[src/rtl/cr_lut_pkg.sv]
package cr_lut_pkg;
    localparam int FIELD_W    = 4;
    localparam int NUM_FIELDS = 8;
    localparam int CR_W       = FIELD_W * NUM_FIELDS;
    localparam int IDX_W      = $clog2(NUM_FIELDS);
    localparam int TBL_W      = 8;

    localparam logic [5:0] PRIMARY_OP = 6'd22;
    localparam logic [4:0] XO_TERN    = 5'd8;
    localparam logic [4:0] XO_BIN     = 5'd9;

    typedef enum logic [1:0] {
        OP_NONE = 2'd0,
        OP_TERN = 2'd1,
        OP_BIN  = 2'd2
    } op_kind_e;

    typedef struct packed {
        logic [CR_W-1:0] cr;
        logic [CR_W-1:0] wmask;
        logic            done;
        logic            trap;
        logic            unsup;
    } unit_state_t;
endpackage

[src/rtl/cr_lut_decode.sv]
module cr_lut_decode
    import cr_lut_pkg::*;
(
    input  logic [31:0]            instr,
    output op_kind_e               kind,
    output logic [IDX_W-1:0]       tgt_idx,
    output logic [IDX_W-1:0]       srca_idx,
    output logic [IDX_W-1:0]       srcb_idx,
    output logic [FIELD_W-1:0]     lane_mask,
    output logic [TBL_W-1:0]       imm_tbl
);
    logic [5:0] primary;
    logic [4:0] ext_op;

    always_comb begin
        primary   = instr[31:26];
        ext_op    = instr[5:1];
        tgt_idx   = instr[25:23];
        srca_idx  = instr[20:18];
        srcb_idx  = instr[15:13];
        // mask is split in two halves around the source-A index
        lane_mask = {instr[22:21], instr[17:16]};
        // table tail sits in the very last word bit
        imm_tbl   = {instr[12:6], instr[0]};
        kind      = OP_NONE;
        if (primary == PRIMARY_OP) begin
            if (ext_op == XO_TERN)     kind = OP_TERN;
            else if (ext_op == XO_BIN) kind = OP_BIN;
        end
    end

    always_comb begin
        assert (!(kind == OP_TERN && ext_op != XO_TERN))
            else $error("AST_DECODE_TERN failed");
    end
endmodule

[src/rtl/cr_lut_field_pick.sv]
module cr_lut_field_pick #(
    parameter int FW = 4,
    parameter int NF = 8,
    localparam int CRW = FW * NF,
    localparam int IW  = $clog2(NF)
) (
    input  logic [CRW-1:0] cr,
    input  logic [IW-1:0]  idx,
    output logic [FW-1:0]  fld
);
    // field 0 sits at the most significant end
    always_comb fld = cr[(NF - 1 - int'(idx)) * FW +: FW];
endmodule

[src/rtl/cr_lut_lanes.sv]
module cr_lut_lanes
    import cr_lut_pkg::*;
(
    input  op_kind_e           kind,
    input  logic [FIELD_W-1:0] fld_t,
    input  logic [FIELD_W-1:0] fld_a,
    input  logic [FIELD_W-1:0] fld_b,
    input  logic [TBL_W-1:0]   imm_tbl,
    output logic [FIELD_W-1:0] res
);
    for (genvar k = 0; k < FIELD_W; k++) begin : g_lane
        logic [2:0] tern_sel;
        logic [1:0] bin_sel;
        always_comb begin
            tern_sel = {fld_t[k], fld_a[k], fld_b[k]};
            bin_sel  = {fld_t[k], fld_a[k]};
            // binary table entry j is lane j of field B (lane 0 = MSB)
            res[k]   = (kind == OP_TERN) ? imm_tbl[tern_sel]
                                         : fld_b[2'd3 - bin_sel];
        end
    end
endmodule

[src/rtl/cr_lut_unit.sv]
module cr_lut_unit
    import cr_lut_pkg::*;
(
    input  logic        clk,
    input  logic        rst_n,
    input  logic        instr_valid,
    input  logic [31:0] instr_word,
    input  logic        load_en,
    input  logic [31:0] load_data,
    output logic [31:0] cr_value,
    output logic        done,
    output logic        illegal_trap,
    output logic        unsupported
);
    unit_state_t          st_d, st_q;
    op_kind_e             kind;
    logic [IDX_W-1:0]     tgt_idx, srca_idx, srcb_idx;
    logic [FIELD_W-1:0]   lane_mask;
    logic [TBL_W-1:0]     imm_tbl;
    logic [FIELD_W-1:0]   fld_t, fld_a, fld_b, lane_res;

    cr_lut_decode u_dec (
        .instr     (instr_word),
        .kind      (kind),
        .tgt_idx   (tgt_idx),
        .srca_idx  (srca_idx),
        .srcb_idx  (srcb_idx),
        .lane_mask (lane_mask),
        .imm_tbl   (imm_tbl)
    );

    cr_lut_field_pick #(.FW(FIELD_W), .NF(NUM_FIELDS)) u_pick_t (
        .cr(st_q.cr), .idx(tgt_idx), .fld(fld_t));
    cr_lut_field_pick #(.FW(FIELD_W), .NF(NUM_FIELDS)) u_pick_a (
        .cr(st_q.cr), .idx(srca_idx), .fld(fld_a));
    cr_lut_field_pick #(.FW(FIELD_W), .NF(NUM_FIELDS)) u_pick_b (
        .cr(st_q.cr), .idx(srcb_idx), .fld(fld_b));

    cr_lut_lanes u_lanes (
        .kind    (kind),
        .fld_t   (fld_t),
        .fld_a   (fld_a),
        .fld_b   (fld_b),
        .imm_tbl (imm_tbl),
        .res     (lane_res)
    );

    always_comb begin
        logic [CR_W-1:0] wm;
        wm          = '0;
        st_d        = st_q;
        st_d.done   = 1'b0;
        st_d.trap   = 1'b0;
        st_d.unsup  = 1'b0;
        st_d.wmask  = '0;
        for (int n = 0; n < NUM_FIELDS; n++) begin
            if (n == int'(tgt_idx)) wm[(NUM_FIELDS - 1 - n) * FIELD_W +: FIELD_W] = lane_mask;
        end
        if (instr_valid) begin
            if (kind == OP_NONE) begin
                st_d.unsup = 1'b1;
            end else if (lane_mask == '0) begin
                st_d.trap = 1'b1;
            end else begin
                st_d.done  = 1'b1;
                st_d.wmask = wm;
                st_d.cr    = (st_q.cr & ~wm) | ({NUM_FIELDS{lane_res}} & wm);
            end
        end
        if (load_en) st_d.cr = load_data;
    end

    always_ff @(posedge clk) begin
        if (!rst_n) st_q <= '0;
        else        st_q <= st_d;
    end

    assign cr_value     = st_q.cr;
    assign done         = st_q.done;
    assign illegal_trap = st_q.trap;
    assign unsupported  = st_q.unsup;

    AST_ONE_OUTCOME: assert property (@(posedge clk) disable iff (!rst_n)
        $onehot0({done, illegal_trap, unsupported}));
    AST_VALID_ANSWERED: assert property (@(posedge clk) disable iff (!rst_n)
        instr_valid |=> $countones({done, illegal_trap, unsupported}) == 1);
    AST_IDLE_QUIET: assert property (@(posedge clk) disable iff (!rst_n)
        !instr_valid |=> !(done || illegal_trap || unsupported));
    AST_LOAD_WINS: assert property (@(posedge clk) disable iff (!rst_n)
        load_en |=> cr_value == $past(load_data));
    AST_TRAP_KEEPS: assert property (@(posedge clk) disable iff (!rst_n)
        (illegal_trap && !$past(load_en)) |-> cr_value == $past(cr_value));
    AST_UNSUP_KEEPS: assert property (@(posedge clk) disable iff (!rst_n)
        (unsupported && !$past(load_en)) |-> cr_value == $past(cr_value));
    AST_OUTSIDE_MASK: assert property (@(posedge clk) disable iff (!rst_n)
        (done && !$past(load_en)) |->
        (cr_value & ~st_q.wmask) == ($past(cr_value) & ~st_q.wmask));
endmodule

[config.mk]
export PLATFORM = sky130hd
export DESIGN_NAME = cr_lut_unit
export DESIGN_NICKNAME = d
export VERILOG_FILES = /design/src/rtl/cr_lut_pkg.sv /design/src/rtl/cr_lut_decode.sv /design/src/rtl/cr_lut_field_pick.sv /design/src/rtl/cr_lut_lanes.sv /design/src/rtl/cr_lut_unit.sv
export SDC_FILE = /design/constraint.sdc
export NUM_CORES = 1
export LEC_CHECK = 0
export CORE_ASPECT_RATIO = 0.6
export CORE_UTILIZATION = 45
export CTS_BUF_LIST = sky130_fd_sc_hd__clkbuf_4
export CTS_CLUSTER_DIAMETER = 50
export DETAILED_ROUTE_END_ITERATION = 8
export PLACE_DENSITY = 0.76
export SLEW_MARGIN = 20
export SYNTH_ARGS = -nofsm -noshare
export SYNTH_HDL_FRONTEND = slang
export SYNTH_SLANG_ARGS = --single-unit
[constraint.sdc]
create_clock -name clk -period 9.22 [get_ports clk]
set_clock_uncertainty 0.05 [all_clocks]
set_input_delay 2.305 -clock clk [delete_from_list [all_inputs] [get_ports clk]]
set_output_delay 2.305 -clock clk [all_outputs]
set_load 0.01 [all_outputs]
Word-level counts from Yosys, hierarchy flattened
Cells that the tools add are included.
{"block": "totals", "ff_bits": 35, "inputBits": 68, "elab_cells": 85}
{"block": "op_classes", "add_sub_neg": 7, "order_cmp": 8, "n_eq_ne": 13, "shifts": 3, "mux": 37, "bitwise": 6, "reduce_logical": 7}
{"operator": "indexed part select 32 x 32 -> 4 bit", "count": 3}
{"operator": "two-way mux 67 bit", "count": 1}
{"operator": "two-way mux 66 bit", "count": 1}
{"operator": "two-way mux 65 bit", "count": 1}
{"operator": "AND 32 bit", "count": 2}
{"operator": "two-way mux 32 bit", "count": 1}
{"operator": "two-way mux 4 bit", "count": 8}
{"operator": "NOT 32 bit", "count": 1}
{"operator": "bitwise OR 32 bit", "count": 1}
{"operator": "less-than comparator 3 x 4 -> 1 bit, second input constant", "count": 4}
{"operator": "two-way mux 1 bit", "count": 14}
{"operator": "binary-select mux 1 bit (select 3 bit)", "count": 4}
{"operator": "== test 3 bit, first input constant", "count": 4}
{"operator": "less-than comparator 2 x 3 -> 1 bit, second input constant", "count": 4}
{"operator": "subtractor 3 x 3 -> 4 bit, first input constant", "count": 3}
{"operator": "== test 5 x 4 -> 1 bit, second input constant", "count": 2}
{"operator": "binary-select mux 1 bit (select 2 bit)", "count": 4}
{"operator": "subtractor 2 bit, first input constant", "count": 4}
{"operator": "== test 2 x 3 -> 1 bit, first input constant", "count": 2}
{"operator": "== test 6 x 5 -> 1 bit, second input constant", "count": 1}
{"operator": "two-way mux 2 bit", "count": 3}
{"operator": "zero test 4 bit", "count": 1}
{"operator": "!= test 2 bit, second input constant", "count": 2}
{"operator": "== test 1 x 3 -> 1 bit, first input constant", "count": 1}
{"operator": "other kinds (8)", "count": 9}

Depth between registers and ports, before layout
{"block": "depth", "ltp_word": 12, "depth_mapped": 8}

Modules after synthesis
A second synthesis with hierarchy kept.
{"block": "unflattened", "cells_unflattened": 316, "area_unflattened_um2": 3563.4}
{"module": "cr_lut_unit", "instances": 1, "cells_each": 208, "area_per_inst_um2": 2113.3, "seq_area_each_um2": 700.7}
{"module": "cr_lut_field_pick", "instances": 3, "cells_each": 14, "area_per_inst_um2": 270.3, "seq_area_each_um2": 0.0}
{"module": "cr_lut_lanes", "instances": 1, "cells_each": 39, "area_per_inst_um2": 424.2, "seq_area_each_um2": 0.0}
{"module": "cr_lut_decode", "instances": 1, "cells_each": 27, "area_per_inst_um2": 215.2, "seq_area_each_um2": 0.0}

Worst setup path before layout
Ideal clock, no wire load.
{"block": "synth_timing", "path_kind": "input port to flip-flop", "startpoint": "input port instr_word[18]", "endpoint": "register st_q, in the netlist cr_value[11]", "setup_ps": 70, "arrival_ps": 4418, "required_time_ps": 9100, "setup_slack_ps": 4682, "stages": 7, "cell_sequence": "buf_2 -> mux4_2 -> mux2i_2 -> mux4_2 -> nor4b_1 -> a31oi_2 -> o21ai_1"}
{"block": "synth_via", "elab_chain_len": 12, "elab_cells_between_ends": 14}
{"element": "start, declared", "line": "cr_lut_unit.sv:7", "text": "input logic [31:0] instr_word,"}
{"element": "subtractor 3 x 3 -> 4 bit *", "line": "cr_lut_field_pick.sv:12", "text": "always_comb fld = cr[(NF - 1 - int'(idx)) * FW +: FW];"}
{"element": "indexed part select 32 x 32 -> 4 bit *", "line": "cr_lut_field_pick.sv:12"}
{"element": "subtractor 2 bit", "line": "cr_lut_lanes.sv:19", "text": ": fld_b[2'd3 - bin_sel];"}
{"element": "binary-select mux 1 bit (select 2 bit)", "line": "cr_lut_lanes.sv:19"}
{"element": "two-way mux 1 bit (not written as such)", "line": "cr_lut_lanes.sv:19"}
{"element": "two-way mux 1 bit *", "line": "cr_lut_lanes.sv:18", "text": "res[k] = (kind == OP_TERN) ? imm_tbl[tern_sel]"}
{"element": "AND 32 bit *", "line": "cr_lut_unit.sv:67", "text": "st_d.cr = (st_q.cr & ~wm) | ({NUM_FIELDS{lane_res}} & wm);"}
{"element": "bitwise OR 32 bit *", "line": "cr_lut_unit.sv:67"}
{"element": "two-way mux 65 bit *", "line": "cr_lut_unit.sv:62", "text": "end else if (lane_mask == '0) begin"}
{"element": "two-way mux 66 bit *", "line": "cr_lut_unit.sv:60", "text": "if (kind == OP_NONE) begin"}
{"element": "two-way mux 67 bit *", "line": "cr_lut_unit.sv:59", "text": "if (instr_valid) begin"}
{"element": "two-way mux 32 bit *", "line": "cr_lut_unit.sv:70", "text": "if (load_en) st_d.cr = load_data;"}
{"element": "end signal, assigned", "line": "cr_lut_unit.sv:75", "text": "else st_q <= st_d;"}
{"element": "end, declared", "line": "cr_lut_unit.sv:15", "text": "unit_state_t st_d, st_q;"}
Every way passes the cells marked *; elsewhere a longest branch is shown, timed or not. The select of a mux whose other input is x is not followed.
A chain may end at the register's enable or synchronous reset.

Worst setup path after layout
{"block": "layout_timing", "startpoint": "input port instr_word[23]", "endpoint": "register st_q, in the netlist cr_value[7]"}
{"block": "layout_via", "elab_chain_len": 12, "elab_cells_between_ends": 18}
{"element": "subtractor 3 x 3 -> 4 bit", "line": "cr_lut_field_pick.sv:12"}
{"element": "indexed part select 32 x 32 -> 4 bit", "line": "cr_lut_field_pick.sv:12"}
{"element": "subtractor 2 bit", "line": "cr_lut_lanes.sv:19"}
{"element": "binary-select mux 1 bit (select 2 bit)", "line": "cr_lut_lanes.sv:19"}
{"element": "two-way mux 1 bit (not written as such)", "line": "cr_lut_lanes.sv:19"}
{"element": "two-way mux 1 bit", "line": "cr_lut_lanes.sv:18"}
{"element": "AND 32 bit", "line": "cr_lut_unit.sv:67"}
{"element": "bitwise OR 32 bit *", "line": "cr_lut_unit.sv:67"}
{"element": "two-way mux 65 bit *", "line": "cr_lut_unit.sv:62"}
{"element": "two-way mux 66 bit *", "line": "cr_lut_unit.sv:60"}
{"element": "two-way mux 67 bit *", "line": "cr_lut_unit.sv:59"}
{"element": "two-way mux 32 bit *", "line": "cr_lut_unit.sv:70"}
Marks and branches as above.

==> results.rst <==
.. list-table::
   :header-rows: 1

   * - Metric
     - Value
   * - Status
     - finished, final reports clean
   * - Post-detail-place hpwl
     - 8.64 mm
   * - Post-synth top area share
     - 0.202
   * - Routed wire length
     - 11.9 mm
   * - Clock tree from TritonCTS
     - yes
   * - Final-layout setup total negative slack
     - 0 ns
   * - Number of gates resized after CTS
     - 0
   * - Worst path max stage delay
     - 1.14 ns
   * - Number of H-tree branching levels
     - 2
   * - F_max
     - 186 MHz
   * - Net count reported at finish
     - 527
   * - Detailed-route wire length per cell
     - 21.1 um
   * - Number of buffers created by CTS
     - 5
   * - Power density cells
     - 94.7 mW/mm2
   * - Share of final-layout standard cells stronger than drive strength 1
     - 0.120
   * - Maximum ir drop on the vdd rail
     - 0.0505 mV
   * - Setup violations, final
     - 0
   * - Number of buffers inserted by post-CTS setup repair
     - 0
   * - Starting density of the core
     - 0.472
   * - Global-route wire length before repair
     - 18.7 mm
   * - Instance count of the mapped netlist
     - 380
   * - Post-synthesis sequential area ratio
     - 0.202
   * - Filler Cells Inserted
     - 618
   * - Number of global-route vias before repair
     - 3592
   * - Top_reg_cell synth
     - dfxtp_1
   * - Worst slew pin tran
     - 1.02 ns
   * - Count of distinct cell types in the synthesized netlist
     - 58
   * - Data arrival time of the worst path
     - 5.60 ns
   * - Mean instance size in the synthesized netlist
     - 9.13 um2
   * - Most common cell in the netlist
     - nand2_1
   * - Crit path buffers/inverters
     - 1
   * - Element type at the critical path start
     - primary input
   * - Latest clock arrival within the worst-skew pair
     - 0.35 ns
   * - Final period utilization
     - 0.583
   * - CTS sink cnt
     - 35
   * - Total power draw
     - 0.000431 W
   * - Grt total ovfl
     - 0
   * - Chip Width
     - 115 um
   * - Post-DR vias/cell
     - 6.61
   * - Final max-slew violation count
     - 0
   * - FFs w/ async S/R, synth
     - 0
   * - Boundary Pins
     - 103
   * - Number of antenna violations at the first check in global routing
     - 0
   * - Top cells by area, synth
     - dfxtp_1 (20%), mux4_2 (15%), a22o_1 (6.1%), mux2i_1 (4.6%), a31oi_1 (4.1%)
   * - Mapped Area
     - 0.00347 mm2
   * - Number of enable flip-flop cells after synthesis
     - 0
   * - Residual DRC
     - 0
   * - Unrepaired setup endpoints after global routing
     - no
   * - Core box area
     - 0.00736 mm2
   * - Register-to-register path setup slack
     - 6.59 ns
   * - PortBufs
     - 102
   * - Synth warnings
     - 0
   * - Count of endpoints failing hold in the final timing report
     - 0
   * - Leakage component of the power
     - 1.63 nW
   * - Number of storage elements in the synthesis netlist
     - 35
   * - Max-Slew Margin vs Limit
     - 0.317
   * - Crit Path Max Fanout
     - 24
   * - Vertical die dimension
     - 70.0 um
   * - Number of buffers added to fix hold violations after cts
     - 0
   * - Clock root buffer
     - clkbuf_4
   * - Clock-pin slew on the worst setup and hold paths
     - 0.12 ns
   * - Kind of critical path
     - in -> reg
   * - Floorplan die area
     - 0.00808 mm2
   * - Largest net degree at the start of global routing
     - 51
   * - Required time reported for the critical path endpoint
     - 9.44 ns
   * - Vias after detailed routing
     - 3719
   * - Num rows
     - 24
   * - Relative area change from synthesis to final layout
     - 31.2%
   * - Detailed router's first-iteration violation count
     - 323
   * - Top post-synthesis cells by count
     - nand2_1 (38), dfxtp_1 (35), a21oi_1 (25)
   * - Post-route setup slack
     - 3.84 ns
   * - Antenna fix cells
     - 0
   * - Synthesized Nets
     - 448
   * - Aggregate global-route resource usage
     - 0.298
   * - Slowest stage cell, crit path
     - clkdlybuf4s50_1
   * - Buffer levels on the longest clock path
     - 2
   * - Number of antenna-violating nets in the routed design
     - 0
   * - First-pass detailed-route iteration total
     - 6
   * - Weighted congestion reported at the end of routability-driven placement
     - 0.914
   * - Element type at the critical path end
     - flip-flop
   * - Post-layout minimum cycle time
     - 5.38 ns
   * - Library cell occupying the most area in the post-synthesis netlist
     - dfxtp_1
   * - Series of cell instances along the critical path
     - clkdlybuf4s50_1 -> mux4_1 -> mux2i_1 -> mux4_2 -> nor4b_1 -> a31oi_2 -> o21ai_1
   * - Post-Place Worst Slack
     - 3.51 ns
   * - Crit-path leading delay family
     - multiplexers
   * - Count of maximum capacitance violations
     - 0
   * - Class of the tightest hold or removal check
     - reg -> reg
## layout by cell type, fill, tap and decap left out, types with 5 or more instances in the layout
cell type | Yosys | layout
o21a_1 | 8 | 8
a21oi_1 | 25 | 24
and3_1 | 19 | 19
mux4_2 | 23 | 23
nor2_1 | 7 | 7
dfxtp_1 | 35 | 35
nand2b_1 | 7 | 7
a2bb2oi_1 | 9 | 9
nor2b_1 | 10 | 10
mux2i_1 | 16 | 16
a31oi_1 | 23 | 23
nand3_1 | 8 | 8
o21ai_1 | 17 | 17
a22o_1 | 24 | 24
clkdlybuf4s50_1 | 0 | 102
nand2_1 | 38 | 38
clkbuf_4 | 0 | 5
a32oi_1 | 16 | 16
## sequential cells by signal, indices dropped and copies added (netlist names)
register	cells
cr_value	32
illegal_trap	1
unsupported	1
done	1
## worst reg2reg max path: stages, from the launching register on
cell,delay (ns)
dfxtp_1,0.40
mux4_2,0.50
mux2i_2,0.33
mux4_2,0.56
nor4b_1,0.33
a31oi_2,0.18
o21ai_1,0.21
## metrics by stage
stage / utilization / std cells / area, um2 / hold slack, ns
3_3_place_gp: 0.610 / 555 / 4490 / 0.533
6_report: 0.619 / 563 / 4550 / 0.596
5_1_grt: 0.619 / 563 / 4550 / 0.640
2_1_floorplan: - / 380 / 3470 / 0.553
4_1_cts: 0.617 / 562 / 4540 / 0.583
3_5_place_dp: 0.610 / 555 / 4490 / 0.551
## layout make-up
type	instances	area, um2	share of cell area
multi-input combinational	309	2610	0.572
timing repair buffer	106	1060	0.232
sequential	35	701	0.154
tap	104	130	0.0286
clock buffer	5	37.5	0.00825
clock inverter	2	13.8	0.00302
inverter	2	7.51	0.00165
## logic make-up (layout without fill, tap and decap cells)
| logic type | count (synthesis) | in the layout | synth area share |
|---|---|---|---|
| DFF | 35 | 35 | 0.202 |
| AOI/OAI and AO/OA | 140 | 140 | 0.290 |
| buffers and inverters | 36 | 115 | 0.0483 |
| muxes | 54 | 54 | 0.271 |
| and+or+nand+nor | 115 | 115 | 0.189 |
## worst paths after layout
kind / startpoint / endpoint / cells past startpoint
worst min-delay path: cr_value[11] / cr_value[11] / 2
worst max-delay path: instr_word[23] / cr_value[7] / 7
worst min register to register: cr_value[11] / cr_value[11] / 2
worst max register to register: cr_value[19] / cr_value[7] / 6
## layer usage
metal,wire length (um),vias up,GRT usage
met2,4950,253,0.440
met1,5240,1763,0.429
met3,1570,15,0.0790
met5,0,-,0
li1,-,1688,-
met4,118,0,0.0750
## power by group
part	switching [W]	total (W)	internal (W)
Combinational	0.0000784	0.000170	0.0000918
Clock	0.0000578	0.0000861	0.0000284
Sequential	0.0000152	0.000175	0.000159
Total	0.000151	0.000431	0.000280
Power figures use the tool's default switching activity.
